**src/rtl/ica_pkg.sv**
```systemverilog
package ica_pkg;

  typedef enum logic [1:0] {
    A_CIR = 2'd0,
    A_THR = 2'd1,
    A_GRX = 2'd2,
    A_RSV = 2'd3
  } ica_addr_e;

  localparam int ICA_ADDR_W = 2;

endpackage

```
**src/rtl/ica_rst_sync.sv**
```systemverilog
module ica_rst_sync #(
  parameter int STAGES = 2
) (
  input  logic clk,
  input  logic arst_n,
  output logic srst_n
);

  logic [STAGES-1:0] chain_q;
  logic [STAGES-1:0] chain_d;

  always_comb begin
    chain_d = {chain_q[STAGES-2:0], 1'b1};
  end

  always_ff @(posedge clk or negedge arst_n) begin
    if (!arst_n) begin
      chain_q <= '0;
    end else begin
      chain_q <= chain_d;
    end
  end

  assign srst_n = chain_q[STAGES-1];

endmodule

```
**src/rtl/ica_ack_edge.sv**
```systemverilog
module ica_ack_edge #(
  parameter int SYNC_STAGES = 2
) (
  input  logic clk,
  input  logic rst_n,
  input  logic ack_n_async,
  output logic fall_pulse
);

  logic [SYNC_STAGES-1:0] sync_q;
  logic [SYNC_STAGES-1:0] sync_d;
  logic                   last_q;
  logic                   last_d;
  logic                   synced;

  assign synced = sync_q[SYNC_STAGES-1];

  always_comb begin
    sync_d = {sync_q[SYNC_STAGES-2:0], ack_n_async};
    last_d = synced;
  end

  always_ff @(posedge clk or negedge rst_n) begin
    if (!rst_n) begin
      sync_q <= '1;
      last_q <= 1'b1;
    end else begin
      sync_q <= sync_d;
      last_q <= last_d;
    end
  end

  // previous synchronized level high, current low
  assign fall_pulse = last_q & ~synced;

endmodule

```
**src/rtl/ica_bid_max.sv**
```systemverilog
module ica_bid_max #(
  parameter int N     = 11,
  parameter int BID_W = 8,
  parameter int IDX_W = (N > 1) ? $clog2(N) : 1
) (
  input  logic [N*BID_W-1:0] bids,
  input  logic [BID_W-1:0]   thr_i,
  output logic               win_vld,
  output logic [IDX_W-1:0]   win_idx
);

  logic [BID_W-1:0] best;

  // strict greater-than keeps the earliest index on ties
  always_comb begin
    win_vld = 1'b0;
    win_idx = '0;
    best    = thr_i;
    for (int i = 0; i < N; i++) begin
      if (bids[i*BID_W +: BID_W] > best) begin
        win_vld = 1'b1;
        win_idx = IDX_W'(i);
        best    = bids[i*BID_W +: BID_W];
      end
    end
  end

endmodule

```
**src/rtl/ica_cir_reg.sv**
```systemverilog
module ica_cir_reg #(
  parameter int NUM_SRC  = 11,
  parameter int NUM_FIFO = 4,
  parameter int NUM_CHAN = 2,
  parameter int CNT_W    = 8,
  parameter int TYPE_W   = 4,
  parameter int CHAN_W   = 1,
  parameter int IDX_W    = 4,
  parameter int CIR_W    = TYPE_W + CHAN_W + CNT_W
) (
  input  logic                      clk,
  input  logic                      rst_n,
  input  logic                      cap,
  input  logic                      win_vld,
  input  logic [IDX_W-1:0]          win_idx,
  input  logic [NUM_FIFO*CNT_W-1:0] fifo_cnt,
  output logic [CIR_W-1:0]          cir_q
);

  logic [CIR_W-1:0] cand [NUM_SRC];
  logic [CIR_W-1:0] sel;
  logic [CIR_W-1:0] cir_d;

  for (genvar g = 0; g < NUM_SRC; g++) begin : g_cand
    localparam int TYP = g + 1;
    localparam int CH  = g % NUM_CHAN;
    if (g < NUM_FIFO) begin : g_fifo
      assign cand[g] = {TYPE_W'(TYP), CHAN_W'(CH), fifo_cnt[g*CNT_W +: CNT_W]};
    end else begin : g_plain
      assign cand[g] = {TYPE_W'(TYP), CHAN_W'(CH), {CNT_W{1'b0}}};
    end
  end

  always_comb begin
    sel = '0;
    for (int i = 0; i < NUM_SRC; i++) begin
      if (win_idx == IDX_W'(i)) begin
        sel = cand[i];
      end
    end
  end

  always_comb begin
    cir_d = cir_q;
    if (cap) begin
      cir_d = win_vld ? sel : '0;
    end
  end

  always_ff @(posedge clk or negedge rst_n) begin
    if (!rst_n) begin
      cir_q <= '0;
    end else begin
      cir_q <= cir_d;
    end
  end

endmodule

```
**src/rtl/irq_capture_arb.sv**
```systemverilog
module irq_capture_arb
  import ica_pkg::*;
#(
  parameter int NUM_SRC  = 11,
  parameter int NUM_FIFO = 4,
  parameter int NUM_RX   = 2,
  parameter int NUM_CHAN = 2,
  parameter int BID_W    = 8,
  parameter int CNT_W    = 8,
  parameter int DATA_W   = 8,
  parameter int BUS_W    = 16
) (
  input  logic                      clk,
  input  logic                      rst_n,
  input  logic                      iack_n,
  input  logic [NUM_SRC*BID_W-1:0]  src_bid,
  input  logic [NUM_FIFO*CNT_W-1:0] fifo_cnt,
  input  logic [NUM_RX*DATA_W-1:0]  rx_data,
  input  logic [ICA_ADDR_W-1:0]     bus_addr,
  input  logic                      bus_wr,
  input  logic                      bus_rd,
  input  logic [BID_W-1:0]          bus_wdata,
  output logic [BUS_W-1:0]          bus_rdata,
  output logic [NUM_RX-1:0]         rx_pop,
  output logic                      irq
);

  localparam int IDX_W    = (NUM_SRC > 1) ? $clog2(NUM_SRC) : 1;
  localparam int RX_IDX_W = (NUM_RX > 1) ? $clog2(NUM_RX) : 1;
  localparam int TYPE_W   = $clog2(NUM_SRC + 1);
  localparam int CHAN_W   = (NUM_CHAN > 1) ? $clog2(NUM_CHAN) : 1;
  localparam int CIR_W    = TYPE_W + CHAN_W + CNT_W;

  logic                rst_n_s;
  logic                ack_fall;
  logic                wr_cir;
  logic                wr_thr;
  logic                rd_grx;
  logic                cap;
  logic [BID_W-1:0]    thr_q;
  logic [BID_W-1:0]    thr_d;
  logic                irq_q;
  logic                irq_d;
  logic                win_vld;
  logic [IDX_W-1:0]    win_idx;
  logic                rx_vld;
  logic [RX_IDX_W-1:0] rx_idx;
  logic [DATA_W-1:0]   rx_sel;
  logic [CIR_W-1:0]    cir_q;

  ica_rst_sync #(.STAGES(2)) u_rst (
    .clk    (clk),
    .arst_n (rst_n),
    .srst_n (rst_n_s)
  );

  ica_ack_edge #(.SYNC_STAGES(2)) u_ack (
    .clk         (clk),
    .rst_n       (rst_n_s),
    .ack_n_async (iack_n),
    .fall_pulse  (ack_fall)
  );

  ica_bid_max #(.N(NUM_SRC), .BID_W(BID_W), .IDX_W(IDX_W)) u_arb (
    .bids    (src_bid),
    .thr_i   (thr_q),
    .win_vld (win_vld),
    .win_idx (win_idx)
  );

  ica_bid_max #(.N(NUM_RX), .BID_W(BID_W), .IDX_W(RX_IDX_W)) u_rx_arb (
    .bids    (src_bid[NUM_RX*BID_W-1:0]),
    .thr_i   ({BID_W{1'b0}}),
    .win_vld (rx_vld),
    .win_idx (rx_idx)
  );

  assign wr_cir = bus_wr & (bus_addr == A_CIR);
  assign wr_thr = bus_wr & (bus_addr == A_THR);
  assign rd_grx = bus_rd & (bus_addr == A_GRX);
  assign cap    = wr_cir | ack_fall;

  ica_cir_reg #(
    .NUM_SRC  (NUM_SRC),
    .NUM_FIFO (NUM_FIFO),
    .NUM_CHAN (NUM_CHAN),
    .CNT_W    (CNT_W),
    .TYPE_W   (TYPE_W),
    .CHAN_W   (CHAN_W),
    .IDX_W    (IDX_W),
    .CIR_W    (CIR_W)
  ) u_cir (
    .clk      (clk),
    .rst_n    (rst_n_s),
    .cap      (cap),
    .win_vld  (win_vld),
    .win_idx  (win_idx),
    .fifo_cnt (fifo_cnt),
    .cir_q    (cir_q)
  );

  // threshold and request register next state
  always_comb begin
    thr_d = thr_q;
    if (wr_thr) begin
      thr_d = bus_wdata;
    end
    irq_d = win_vld;
  end

  always_ff @(posedge clk or negedge rst_n_s) begin
    if (!rst_n_s) begin
      thr_q <= '0;
      irq_q <= 1'b0;
    end else begin
      thr_q <= thr_d;
      irq_q <= irq_d;
    end
  end

  assign irq = irq_q;

  always_comb begin
    rx_sel = '0;
    for (int i = 0; i < NUM_RX; i++) begin
      if (rx_vld && (rx_idx == RX_IDX_W'(i))) begin
        rx_sel = rx_data[i*DATA_W +: DATA_W];
      end
    end
  end

  for (genvar g = 0; g < NUM_RX; g++) begin : g_pop
    assign rx_pop[g] = rd_grx & rx_vld & (rx_idx == RX_IDX_W'(g));
  end

  always_comb begin
    case (bus_addr)
      A_CIR:   bus_rdata = BUS_W'(cir_q);
      A_THR:   bus_rdata = BUS_W'(thr_q);
      A_GRX:   bus_rdata = BUS_W'(rx_sel);
      default: bus_rdata = '0;
    endcase
  end

endmodule

```
**config.mk**
```make
export PLATFORM = sky130hd
export DESIGN_NAME = irq_capture_arb
export DESIGN_NICKNAME = d
export VERILOG_FILES = /design/src/rtl/ica_pkg.sv /design/src/rtl/ica_rst_sync.sv /design/src/rtl/ica_ack_edge.sv /design/src/rtl/ica_bid_max.sv /design/src/rtl/ica_cir_reg.sv /design/src/rtl/irq_capture_arb.sv
export SDC_FILE = /design/constraint.sdc
export NUM_CORES = 1
export LEC_CHECK = 0
export ABC_AREA = 1
export BUFFER_PORTS_ARGS = -buffer_cell sky130_fd_sc_hd__buf_2
export CAP_MARGIN = 20
export CORE_AREA = 3 3 121 100
export CTS_CLUSTER_DIAMETER = 40
export CTS_CLUSTER_SIZE = 12
export DETAILED_ROUTE_END_ITERATION = 12
export DIE_AREA = 0 0 124 103
export PLACE_DENSITY = 0.78
export SYNTH_ARGS = -nofsm -noshare
export SYNTH_HDL_FRONTEND = slang
export SYNTH_SLANG_ARGS = --single-unit
```
**constraint.sdc**
```tcl
create_clock -name clk -period 1.9 [get_ports clk]
set_input_delay 0.38 -clock clk [delete_from_list [all_inputs] [get_ports clk]]
set_output_delay 0.38 -clock clk [all_outputs]
set_load 0.02 [all_outputs]
```
==> impl_metrics.csv, run 1 <==
group,metric,value,unit
synth,synth-edff-count,0,
global_routing,grt_usage,74.8,%
synth,yosysMostFrequentCell,"nand2_1",
synth,yosysTopAreaCellShare,20.8,%
clock_network,cts_buffers,3,
synth,yosysTopAreaCell,"ha_1",
place,io_buffer_count,166,
die,start_util,47.9,%
place,place_congestion,0.956,
clock_network,clock_sinks,27,
status,status,"did not finish",
clock_network,htree_num_levels,1,
synth,synth_area,5220,µm²
synth,yosysSeqAreaShare,13.0,%
synth,yosys-top-cells-area,"ha_1 (21%), nand2_1 (19%), dfrtp_1 (12%)",
die,die_h,103,µm
place,post_dp_cell_area,7980,µm²
timing,endpoint_type,"sequential cell input",
status,lastStage,"global routing",
clock_network,root_buffer,"clkbuf_16",
synth,synthCells,846,
synth,synth.distinct_cells,42,
synth,syn_area_per_cell,6.17,µm²
synth,ys_seq_elements,27,
global_routing,overflow,153,
timing,crit_endpoint,"u_cir.cir_q[6]$_DFFE_PN0P_/D",
synth,yosys_warnings,0,
die,dieWidth,124,µm
synth,synth_ff_type,"dfrtp_1",
place,hpwl,14.8,mm
status,error_line,"[ERROR GRT-0232] Routing congestion too high. Check the congestion heatmap in the GUI.",
synth,synth_common_cells,"nand2_1 (266), inv_1 (100), ha_1 (87)",
clock_network,cts.path.max_buffers,2,
synth,async_flop_share,100,%
die,ios,170,
die,rows,34,
global_routing,grt_max_degree,26,
## what timing repair did
action                                  in CTS
hold endpoints to repair                     2
hold buffers                                 1
buffers inserted                            84
pin swaps                                   95
gates resized for setup                    160
gates cloned                                 8
endpoints found under the setup margin      24
## kinds of logic after synthesis
family | count (synthesis) | share of synthesized area, %
AOI/OAI and AO/OA | 153 | 17.0
adders and majority gates | 87 | 20.8
buffers and inverters | 130 | 9.80
DFF | 27 | 13.0
muxes | 1 | 0.216
other | 2 | 0.144
and+or+nand+nor | 446 | 39.0
## metrics by stage
step	setup slack, ns	cells
after detailed placement	-11.52	1338
after CTS	-10.98	1434
after floorplan	-11.05	848
after global placement	-11.25	1338
## routing by layer
layer	global-route usage [%]	GRT overflow
met5	9.77	0
met2	95.6	88
met1	68.0	1
met3	61.1	6
met4	85.2	58
==> inputs of run 2 (changes only) <==
--- a/config.mk
+++ b/config.mk
@@ -8,12 +8,10 @@
 export ABC_AREA = 1
 export BUFFER_PORTS_ARGS = -buffer_cell sky130_fd_sc_hd__buf_2
 export CAP_MARGIN = 20
-export CORE_AREA = 3 3 121 100
-export CTS_CLUSTER_DIAMETER = 40
-export CTS_CLUSTER_SIZE = 12
+export CORE_AREA = 3 3 119 121
 export DETAILED_ROUTE_END_ITERATION = 12
-export DIE_AREA = 0 0 124 103
-export PLACE_DENSITY = 0.78
+export DIE_AREA = 0 0 122 124
+export PLACE_DENSITY_LB_ADDON = 0.15
 export SYNTH_ARGS = -nofsm -noshare
 export SYNTH_HDL_FRONTEND = slang
 export SYNTH_SLANG_ARGS = --single-unit
==> constraint.sdc (replaced) <==
create_clock -name clk -period 2.47 [get_ports clk]
set_input_delay 0.494 -clock clk [delete_from_list [all_inputs] [get_ports clk]]
set_output_delay 0.494 -clock clk [all_outputs]
set_load 0.02 [all_outputs]
==> run 2 against run 1 <==
  * The flow now finishes, with violations (negative setup slack)
  * Synthesized area is the same
  * Synthesized cell count is the same
==> impl_metrics.csv, run 2 <==
group,metric,value,unit
worst_hold_path,hold-path-endpoint,"u_ack.sync_q[0]$_DFF_PN1_",
timing,tightest_slew,0.962,ns
global_routing,grt_pass1_vias,7638,
worst_hold_path,min_path_cells,1,
synth,async_flop_share,100,%
finish,reg_top3,"u_cir.cir_q x13, thr_q x8",
finish,nNetsFinal,1586,
global_routing,busiest_layer,"met2",
synth,syn_area_per_cell,6.17,µm²
status,status,"complete, but fails checks",
detailed_routing,drt_first_pass_iters,6,
clock_network,clock_sinks,27,
synth,yosysTopAreaCell,"ha_1",
timing,relSlewSlack,35.9,%
global_routing,globalRouteMet2Util,54.8,%
global_routing,met3_usage,3.45,%
clock_network,root_buffer,"clkbuf_16",
synth,yosysMostFrequentCell,"nand2_1",
finish,largest_reg_flops,13,
die,die_area,15100,µm²
die,core_region_area,13200,µm²
timing,holdWs,0.326,ns
clock_network,insertion_delay,0.26,ns
global_routing,overflow,0,
timing,fin_crit_sh,577,%
worst_hold_path,hold_path_class,"input port to register",
synth,synth_common_cells,"nand2_1 (266), inv_1 (100), ha_1 (87)",
place,io_buffer_count,166,
die,rows,42,
die,die_h,124,µm
critical_path,end_kind,"register",
worst_hold_path,min_from,"iack_n",
place,hpwl,14.7,mm
timing,finalClockSkew,0.00279,ns
critical_path,worstSetupPathType,"register to register",
synth,yosys_warnings,0,
clock_network,cts_buffers,3,
detailed_routing,avgViaCountPerCell,5.46,
clock_network,cts.path.max_buffers,2,
critical_path,rrSetupSlack,-11.78,ns
detailed_routing,postRouteWirelength,25.9,mm
global_routing,grt_usage,27.4,%
clock_network,clkSlewWorstSetupHoldPaths,0.07,ns
die,ios,170,
global_routing,grt_max_degree,24,
detailed_routing,avgRoutedWirePerCell,17.0,µm
timing,max_freq,70.2,MHz
finish,multiInputGateArea,5540,µm²
synth,synth_area,5220,µm²
finish,final_common_cell,"buf_4",
global_routing,grt_pass1_wl,34.3,mm
status,violations,"negative setup slack",
timing,finalCriticalPeriod,14.25,ns
finish,largest-register,"u_cir.cir_q",
synth,synth.distinct_cells,42,
detailed_routing,drtIter0Drc,610,
detailed_routing,via_count,8321,
place,dp_slack,-10.95,ns
critical_path,ff2ff_path_depth,110,
finish,area_growth,103,%
critical_path,path_max_fanout,8,
critical_path,timing.rr.end,"u_cir.cir_q[3]$_DFFE_PN0P_",
timing,fin_ws,-11.78,ns
run,maxCapViolations,0,
synth,yosysTopAreaCellShare,20.8,%
finish,drive_above_1_share,60.7,%
synth,yosysSeqAreaShare,13.0,%
critical_path,path_common_cell,"nand2_1",
synth,ys_seq_elements,27,
synth,synth-edff-count,0,
die,start_util,39.6,%
critical_path,required,2.67,ns
finish,seqCellArea,679,µm²
finish,layout_common_cells,"buf_4 (313), nand2_1 (191), buf_2 (149)",
critical_path,crit_path_start,"thr_q[5]$_DFFE_PN0P_",
place,place_congestion,0.890,
clock_network,htree_num_levels,1,
timing,finalSetupViolCount,24,
synth,synthCells,846,
critical_path,cp_slowest_stage_delay,0.37,ns
timing,rsz0062_at_grt,"yes",
critical_path,critPathLaunchType,"register",
critical_path,r2r_start,"thr_q[5]$_DFFE_PN0P_",
critical_path,slowest_stage,"dfrtp_1",
critical_path,arrival,14.45,ns
die,dieWidth,122,µm
clock_network,cts_tree,"built",
detailed_routing,drc,0,
finish,fill_cells,832,
timing,hold_violations,0,
synth,yosys-top-cells-area,"ha_1 (21%), nand2_1 (19%), dfrtp_1 (12%)",
global_routing,grt_antenna_before_repair,2,
synth,synth_ff_type,"dfrtp_1",
global_routing,gr-usage-met1,30.3,%
detailed_routing,drtAntennaViolNets,0,
timing,slew_viol_final,0,
[run 2: cell counts after synthesis]
Identical to the previous run, type by type.
[run 2: worst max-delay path by stage]
stage                     slack (ns)                         end  cells past startpoint
after CTS                     -10.37  u_cir.cir_q[7]$_DFFE_PN0P_                    111
after global placement        -10.84  u_cir.cir_q[7]$_DFFE_PN0P_                    101
after global routing          -12.40  u_cir.cir_q[7]$_DFFE_PN0P_                    110
after floorplan               -10.56  u_cir.cir_q[1]$_DFFE_PN0P_                    109
final                         -11.78  u_cir.cir_q[3]$_DFFE_PN0P_                    110
after detailed placement      -10.95  u_cir.cir_q[0]$_DFFE_PN0P_                    102
[run 2: cells by family (layout without fill, tap and decap cells)]
family / Yosys count / after routing / synth area share [%]
other: 2 / 5 / 0.144
multiplexers: 1 / 1 / 0.216
AND/OR/NAND/NOR: 446 / 452 / 39.0
adder cells (fa/ha/maj): 87 / 87 / 20.8
flip-flops: 27 / 27 / 13.0
AO/OA/AOI/OAI: 153 / 153 / 17.0
buffers and inverters: 130 / 623 / 9.80
[run 2: area by class of cell]
| class | instances | area share [%] |
|---|---|---|
| multi-input cells | 697 | 52.2 |
| repair buffers | 508 | 34.3 |
| flip-flops and latches | 27 | 6.41 |
| inverters | 110 | 4.11 |
| well taps | 176 | 2.08 |
| clock buffers | 3 | 0.708 |
| repair inverters | 1 | 0.106 |
| clock inverters | 1 | 0.0472 |
| diodes | 1 | 0.0236 |
[run 2: layer usage]
layer / vias up / share of wire, %
met5: - / 0.069
met4: 2 / 5.5
met3: 165 / 6.9
met2: 501 / 51
met1: 3828 / 36
li1: 3825 / -
[run 2: what timing repair did]
action,CTS,global route
pin swaps,154,142
hold endpoints to repair,0,2
gates cloned,8,0
buffers inserted,111,31
hold buffers,0,1
setup endpoints to repair,24,24
gates resized for setup,225,160
[run 2: through the flow]
step	TNS [ns]	std cells	utilization, %	instance area [µm²]
2_1_floorplan	-146.45	848	-	5530
3_3_place_gp	-153.58	1372	59.9	7910
3_5_place_dp	-155.41	1372	59.9	7910
4_1_cts	-145.42	1494	73.5	9690
5_1_grt	-174.75	1524	80.4	10600
6_report	-165.43	1524	80.4	10600
[run 2: critical path, delay by kind of cell, from the launching register on]
| family | cells | cell delay, ns |
|---|---|---|
| AND/OR/NAND/NOR | 52 | 5.45 |
| adder cells (fa/ha/maj) | 9 | 2.23 |
| flip-flops | 1 | 0.37 |
| buffers and inverters | 27 | 3.17 |
| AO/OA/AOI/OAI | 22 | 2.94 |
Power of run 2 is not shown: default switching activity piles up to over one toggle a cycle in this logic, so the estimate is an artifact.
